<file path="src/rtl/hb_pkg.sv">
package hb_pkg;
  localparam int ADDR_W = 32;

  localparam logic [ADDR_W-1:0] IO_BASE   = 32'h8000_0000;
  localparam int                IO_LG     = 23;
  localparam logic [ADDR_W-1:0] CFG_BASE  = 32'h8080_0000;
  localparam int                CFG_LG    = 22;
  localparam int                CFG_LOW   = 11;
  localparam logic [ADDR_W-1:0] IACK_ADDR = 32'hBFFF_FFF0;
  localparam logic [ADDR_W-1:0] MEM_BASE  = 32'hC000_0000;
  localparam logic [ADDR_W-1:0] MEM_SIZE  = 32'h3F00_0000;
  localparam logic [ADDR_W-1:0] BM_SYS    = 32'h8000_0000;

  localparam int N_TGT    = 4;
  localparam int TGT_IO   = 0;
  localparam int TGT_CFG  = 1;
  localparam int TGT_IACK = 2;
  localparam int TGT_MEM  = 3;

  typedef enum logic [1:0] {
    SZ_BYTE = 2'd0,
    SZ_HALF = 2'd1,
    SZ_WORD = 2'd2,
    SZ_BAD  = 2'd3
  } acc_size_e;

  typedef struct packed {
    logic [N_TGT-1:0]  sel;
    logic              unmapped;
    logic [ADDR_W-1:0] addr;
  } dec_res_t;
endpackage

</file>
<file path="src/rtl/hb_cfg_index.sv">
module hb_cfg_index #(
  parameter int SLOTS = 11,
  parameter int LOW   = 11,
  localparam int IDX_W = $clog2(SLOTS + 1)
) (
  input  logic [LOW+SLOTS-1:0] off,
  output logic [IDX_W-1:0]     idx
);
  // Scan from the top down so the lowest set bit wins.
  always_comb begin
    idx = IDX_W'(SLOTS);
    for (int i = SLOTS - 1; i >= 0; i--) begin
      if (off[LOW+i]) idx = IDX_W'(i);
    end
  end
endmodule

</file>
<file path="src/rtl/hb_win_decode.sv">
module hb_win_decode
  import hb_pkg::*;
#(
  parameter int CFG_SLOTS = 11
) (
  input  logic [ADDR_W-1:0] addr,
  input  logic [1:0]        size,
  input  logic              wr,
  input  logic              sparse,
  output dec_res_t          res
);
  localparam int CFG_OFF_W = CFG_LOW + CFG_SLOTS;
  localparam int IDX_W     = $clog2(CFG_SLOTS + 1);

  acc_size_e         sz;
  logic              size_ok, in_io, in_cfg, in_iack, in_mem;
  logic [ADDR_W-1:0] io_off, io_sparse_addr, cfg_addr, mem_off;
  logic [IDX_W-1:0]  slot;

  assign sz      = acc_size_e'(size);
  assign size_ok = (sz != SZ_BAD);

  assign in_io   = addr[ADDR_W-1:IO_LG]  == IO_BASE[ADDR_W-1:IO_LG];
  assign in_cfg  = addr[ADDR_W-1:CFG_LG] == CFG_BASE[ADDR_W-1:CFG_LG];
  assign in_iack = (addr == IACK_ADDR) && (sz == SZ_BYTE) && !wr;
  assign in_mem  = (addr >= MEM_BASE) && (addr < MEM_BASE + MEM_SIZE);

  assign io_off  = {{(ADDR_W-IO_LG){1'b0}}, addr[IO_LG-1:0]};
  assign mem_off = addr - MEM_BASE;

  // Sparse packing: keep the low five bits, pull page bits down by seven.
  assign io_sparse_addr = ((io_off & 32'h07FF_F000) >> 7) | (io_off & 32'h0000_001F);

  hb_cfg_index #(.SLOTS(CFG_SLOTS), .LOW(CFG_LOW)) u_idx (
    .off (addr[CFG_OFF_W-1:0]),
    .idx (slot)
  );

  assign cfg_addr = ({{(ADDR_W-IDX_W){1'b0}}, slot} << CFG_LOW)
                  | {{(ADDR_W-CFG_LOW){1'b0}}, addr[CFG_LOW-1:0]};

  always_comb begin
    res          = '0;
    res.unmapped = 1'b1;
    if (size_ok) begin
      if (in_io) begin
        res.sel[TGT_IO] = 1'b1;
        res.addr        = sparse ? io_sparse_addr : io_off;
      end else if (in_cfg) begin
        res.sel[TGT_CFG] = 1'b1;
        res.addr         = cfg_addr;
      end else if (in_iack) begin
        res.sel[TGT_IACK] = 1'b1;
      end else if (in_mem) begin
        res.sel[TGT_MEM] = 1'b1;
        res.addr         = mem_off;
      end
      res.unmapped = (res.sel == '0);
    end
  end
endmodule

</file>
<file path="src/rtl/hb_bm_xlate.sv">
module hb_bm_xlate
  import hb_pkg::*;
(
  input  logic [ADDR_W-1:0] pci_addr,
  output logic              to_sys,
  output logic [ADDR_W-1:0] xaddr
);
  assign to_sys = (pci_addr >= BM_SYS);
  assign xaddr  = to_sys ? (pci_addr - BM_SYS) : pci_addr;
endmodule

</file>
<file path="src/rtl/hb_irq_route.sv">
module hb_irq_route #(
  parameter int PIN_W = 2,
  parameter int DEV_W = 5,
  localparam int SW   = ((PIN_W > DEV_W) ? PIN_W : DEV_W) + 1
) (
  input  logic [PIN_W-1:0] pin,
  input  logic [DEV_W-1:0] dev,
  output logic             line
);
  assign line = ((SW'(pin) + SW'(dev)) % SW'(2)) != '0;
endmodule

</file>
<file path="src/rtl/hb_addr_decoder.sv">
module hb_addr_decoder
  import hb_pkg::*;
#(
  parameter int CFG_SLOTS = 11,
  parameter int PIN_W     = 2,
  parameter int DEV_W     = 5
) (
  input  logic                 clk,
  input  logic                 rst_n,
  input  logic                 io_sparse,
  input  logic                 req_valid,
  output logic                 req_ready,
  input  logic [ADDR_W-1:0]    req_addr,
  input  logic [1:0]           req_size,
  input  logic                 req_write,
  output logic                 out_valid,
  input  logic                 out_ready,
  output logic [N_TGT-1:0]     out_sel,
  output logic [ADDR_W-1:0]    out_addr,
  output logic                 out_unmapped,
  output logic                 out_write,
  output logic [1:0]           out_size,
  input  logic [ADDR_W-1:0]    bm_addr,
  output logic                 bm_to_sys,
  output logic [ADDR_W-1:0]    bm_xaddr,
  input  logic [PIN_W-1:0]     irq_pin,
  input  logic [DEV_W-1:0]     irq_dev,
  output logic                 irq_line
);
  dec_res_t   dec_next, dec_q;
  logic       accept;
  logic       wr_q;
  logic [1:0] size_q;

  hb_win_decode #(.CFG_SLOTS(CFG_SLOTS)) u_dec (
    .addr   (req_addr),
    .size   (req_size),
    .wr     (req_write),
    .sparse (io_sparse),
    .res    (dec_next)
  );

  assign req_ready = !out_valid || out_ready;
  assign accept    = req_valid && req_ready;

  always_ff @(posedge clk) begin
    if (!rst_n) begin
      out_valid <= 1'b0;
      dec_q     <= '0;
      wr_q      <= 1'b0;
      size_q    <= 2'd0;
    end else begin
      if (accept) begin
        out_valid <= 1'b1;
        dec_q     <= dec_next;
        wr_q      <= req_write;
        size_q    <= req_size;
      end else if (out_ready) begin
        out_valid <= 1'b0;
      end
    end
  end

  assign out_sel      = dec_q.sel;
  assign out_addr     = dec_q.addr;
  assign out_unmapped = dec_q.unmapped;
  assign out_write    = wr_q;
  assign out_size     = size_q;

  hb_bm_xlate u_bm (
    .pci_addr (bm_addr),
    .to_sys   (bm_to_sys),
    .xaddr    (bm_xaddr)
  );

  hb_irq_route #(.PIN_W(PIN_W), .DEV_W(DEV_W)) u_irq (
    .pin  (irq_pin),
    .dev  (irq_dev),
    .line (irq_line)
  );

  assert_sel_onehot_R7: assert property (@(posedge clk) disable iff (!rst_n)
    out_valid |-> $onehot0(out_sel));
  assert_unmapped_excl_R7: assert property (@(posedge clk) disable iff (!rst_n)
    out_valid |-> (out_unmapped == (out_sel == '0)));
  assert_iack_byte_read_R4: assert property (@(posedge clk) disable iff (!rst_n)
    (out_valid && out_sel[TGT_IACK]) |-> (!out_write && out_size == SZ_BYTE));
  assert_accept_latency_R8: assert property (@(posedge clk) disable iff (!rst_n)
    (req_valid && req_ready) |=> out_valid);
  assert_stall_hold_R8: assert property (@(posedge clk) disable iff (!rst_n)
    (out_valid && !out_ready) |=> (out_valid && $stable(out_addr) && $stable(out_sel)
                                   && $stable(out_unmapped)));
  assert_bm_range_R9: assert property (@(posedge clk) disable iff (!rst_n)
    bm_to_sys |-> (bm_xaddr < BM_SYS));
  assert_bm_alias_R9: assert property (@(posedge clk) disable iff (!rst_n)
    !bm_to_sys |-> (bm_xaddr == bm_addr));
endmodule

</file>
<file path="config.mk">
export PLATFORM = sky130hd
export DESIGN_NAME = hb_addr_decoder
export DESIGN_NICKNAME = d
export VERILOG_FILES = /design/src/rtl/hb_pkg.sv /design/src/rtl/hb_cfg_index.sv /design/src/rtl/hb_win_decode.sv /design/src/rtl/hb_bm_xlate.sv /design/src/rtl/hb_irq_route.sv /design/src/rtl/hb_addr_decoder.sv
export SDC_FILE = /design/constraint.sdc
export NUM_CORES = 1
export LEC_CHECK = 0
export BUFFER_PORTS_ARGS = -buffer_cell sky130_fd_sc_hd__buf_2
export CAP_MARGIN = 20
export CELL_PAD_IN_SITES_DETAIL_PLACEMENT = 1
export CELL_PAD_IN_SITES_GLOBAL_PLACEMENT = 1
export CORE_AREA = 2 2 83 105
export DETAILED_ROUTE_END_ITERATION = 16
export DIE_AREA = 0 0 85 107
export PLACE_DENSITY_LB_ADDON = 0.1
export SYNTH_ARGS = -nofsm -noshare
export SYNTH_HDL_FRONTEND = slang
export SYNTH_SLANG_ARGS = --single-unit
</file>
<file path="constraint.sdc">
create_clock -name clk -period 1.5 [get_ports clk]
set_input_delay 0.225 -clock clk [delete_from_list [all_inputs] [get_ports clk]]
set_output_delay 0.225 -clock clk [all_outputs]
set_load 0.05 [all_outputs]
</file>
==> key figures <==
Worst setup path
  – Data arrival, critical path: 1.66 ns
  – Worst setup path category: in2reg
  – Slowest CP cell: o211ai_2
  – Critical Path, Cell by Cell: buf_2, inv_1, ha_2, and3b_1, o211ai_2, nand3b_1, a21boi_2, buf_4, o21ai_0
  – CP Capture Type: flip-flop
  – Worst Reg-to-Reg Cells: 6
  – CP max stage delay: 0.25 ns
  – R2R setup slack: 0.14 ns
  – CP max FO: 8
  – Worst Path Required: 1.73 ns
  – CP Launch Type: primary input

Power and ir drop
  – Peak supply drop: 0.321 mV
  – PwrDens: 854 mW/mm^2
  – Leak pwr: 1.36 nW

Logic synthesis
  – Mapped Cells: 251
  – Yosys Warn Count: 0
  – Synth Cell Area: 0.00221 sq mm
  – Post-synth EDFFs: 0
  – Syn nets: 332
  – Share of the yosys chip area belonging to registers: 37.2%
  – Seq cells post-synth: 41
  – Yosys cell types: 52
  – Syn Area/Cell: 8.79 sq um
  – Ys async rst share: 0%
  – Post-synth top flop: dfxtp_1

Global routing
  – Initial antenna violation count: 0
  – Total gr overflow: 0
  – All-Layer GR Usage: 15.7%
  – First-pass GRT wire length: 11300 um
  – Largest net degree at the start of global routing: 23
  – Vias in the first global route: 2140

Routing
  – Wire per inst: 16.7 um
  – Routed WL: 7140 um
  – DR vias/cell: 4.83
  – 1st-pass router iterations: 4
  – Routed Antenna Nets: 0
  – DRT iter0 DRCs: 53
  – DR vias: 2067
  – Residual DRC count: 0

STA
  – Slew Viols, Final: 0
  – RSZ-0062 raised after global routing: no
  – Hold Fails Final Rpt: 0
  – Period utilization: 95.1%
  – Fin crit period: 1.43 ns
  – F_max: 701 MHz
  – Finish-stage setup viols: 0
  – Layout Skew: 0.0102 ns

Finish
  – Non-filler cells, final: 428
  – Util after Layout: 35.2%
  – Most frequent cells in the layout: buf_2, dfxtp_1, buf_4
  – Share of layout cells above drive strength 1: 42.6%
  – Most common cell after layout, fill and taps aside: buf_2
  – Area Growth Syn to Fin: 29.3%
  – Final Net Count: 411
  – Final instance area: 0.00285 sq mm
  – Ant. Diodes: 0

Place
  – PortBufs: 84
  – DP Wirelength: 5580 um
  – Placed Instances: 419
  – Post-placement cell area: 0.00275 sq mm
  – Routability cong.: 0.756

Floorplan
  – Die Span Y: 107 um
  – Total die area: 0.00910 sq mm
  – Placeable Area: 0.00810 sq mm
  – I/O Pins: 155
  – Die X: 85 um
  – Initial Util: 27.2%
  – # rows: 37

Job
  – Max-Cap Viols: 0

Hold path
  – Hold path cells: 2
  – Hold Crit Class: in2reg

CTS
  – H-tree depth: 2
  – Clock slew at reported path FFs: 0.09 ns
  – CTS Buffer Depth: 2
  – Root Driver: clkbuf_8
  – TritonCTS buffer count: 5
  – Cts hold-fix bufs: 0
  – CTS sink cnt: 41
  – CTS tree: done
  – Clk_lat worst skew: 0.30 ns

Status
  – Status: complete, no violations
==> per-layer routing <==
metal	part of all wire (%)	routed length, um	track usage [%]	up-vias
li1	-	-	-	1021
met2	47	3380	25.5	64
met5	0	0	0	-
met3	5.9	421	3.85	6
met1	46	3250	20.5	976
met4	1.1	80	4.65	0
==> cell families after synthesis <==
family | Yosys count | share of synthesized area [%]
flip-flops | 41 | 37.2
buffers and inverters | 49 | 14.2
adder cells (fa/ha/maj) | 2 | 1.13
other | 1 | 0.170
multiplexers | 10 | 4.54
AND/OR/NAND/NOR | 83 | 22.3
XOR/XNOR | 1 | 0.397
AO/OA/AOI/OAI | 64 | 20.1
==> final timing paths <==
path | startpoint | to
worst max-delay path | req_addr[30] | out_addr[16]
worst min-delay path | req_addr[0] | out_addr[0]
worst max register to register | out_valid | out_addr[16]
worst min register to register | out_addr[5] | out_addr[5]
==> stage by stage <==
step / hold WS (ns) / setup TNS [ns] / power [mW] / setup WS [ns]
final: 0.142 / 0 / 2.43 / 0.0741
after global routing: 0.137 / 0 / 2.55 / 0.0125
after CTS: 0.137 / 0 / 2.47 / 0.0386
after detailed placement: 0.438 / -5.42 / 1.66 / -0.270
after global placement: 0.442 / -4.28 / 1.65 / -0.206
after floorplan: 0.346 / 0 / 1.66 / 0.000118
==> power breakdown <==
group          switching (mW)  internal (mW)
Sequential             0.0140           1.11
Clock                   0.433          0.374
Combinational           0.319          0.180
Total                   0.766           1.67
==> cell usage after synthesis, drive strengths merged, types with 3 or more instances <==
library cell	count	share of area, %
a211oi	3	1.0
a21boi	6	2.2
a21oi	11	2.5
a22o	15	6.0
and2	6	1.8
buf	37	12
clkbuf	7	1.2
dfxtp	41	37
inv	5	0.85
mux2i	10	4.5
nand2	31	5.7
nand3	9	2.0
nand4	4	1.1
nand4b	3	1.2
nor2	8	1.5
nor2b	3	0.85
nor3b	3	1.8
nor4	5	2.4
o21ai	19	4.5
==> sequential cells by signal (all words and copies together), names as in the netlist <==
signal        flops
out_addr         32
out_size          2
out_write         1
out_valid         1
out_sel           4
out_unmapped      1
==> cell type report <==
class                           instances  area (sq um)
Clock buffer                            6          82.6
Clock inverter                          2          13.8
Fill cell                             984          5250
Inverter                                5          18.8
Multi-Input combinational cell        161          1090
Sequential cell                        41           825
Tap cell                               97           121
Timing Repair Buffer                  116           698
==> repair_timing <==
action	4_1_cts	5_1_grt
resized for setup	0	2
hold endpoints to repair	0	0
buffers inserted	0	1
setup endpoints to repair	0	6
==> worst max-delay path: cells and delay by family <==
kind / cells / cell delay, ns
fa+ha+maj: 1 / 0.20
compound gates: 3 / 0.58
buf+inv: 3 / 0.30
simple gates: 2 / 0.35
(Power assumes the default switching activity.)
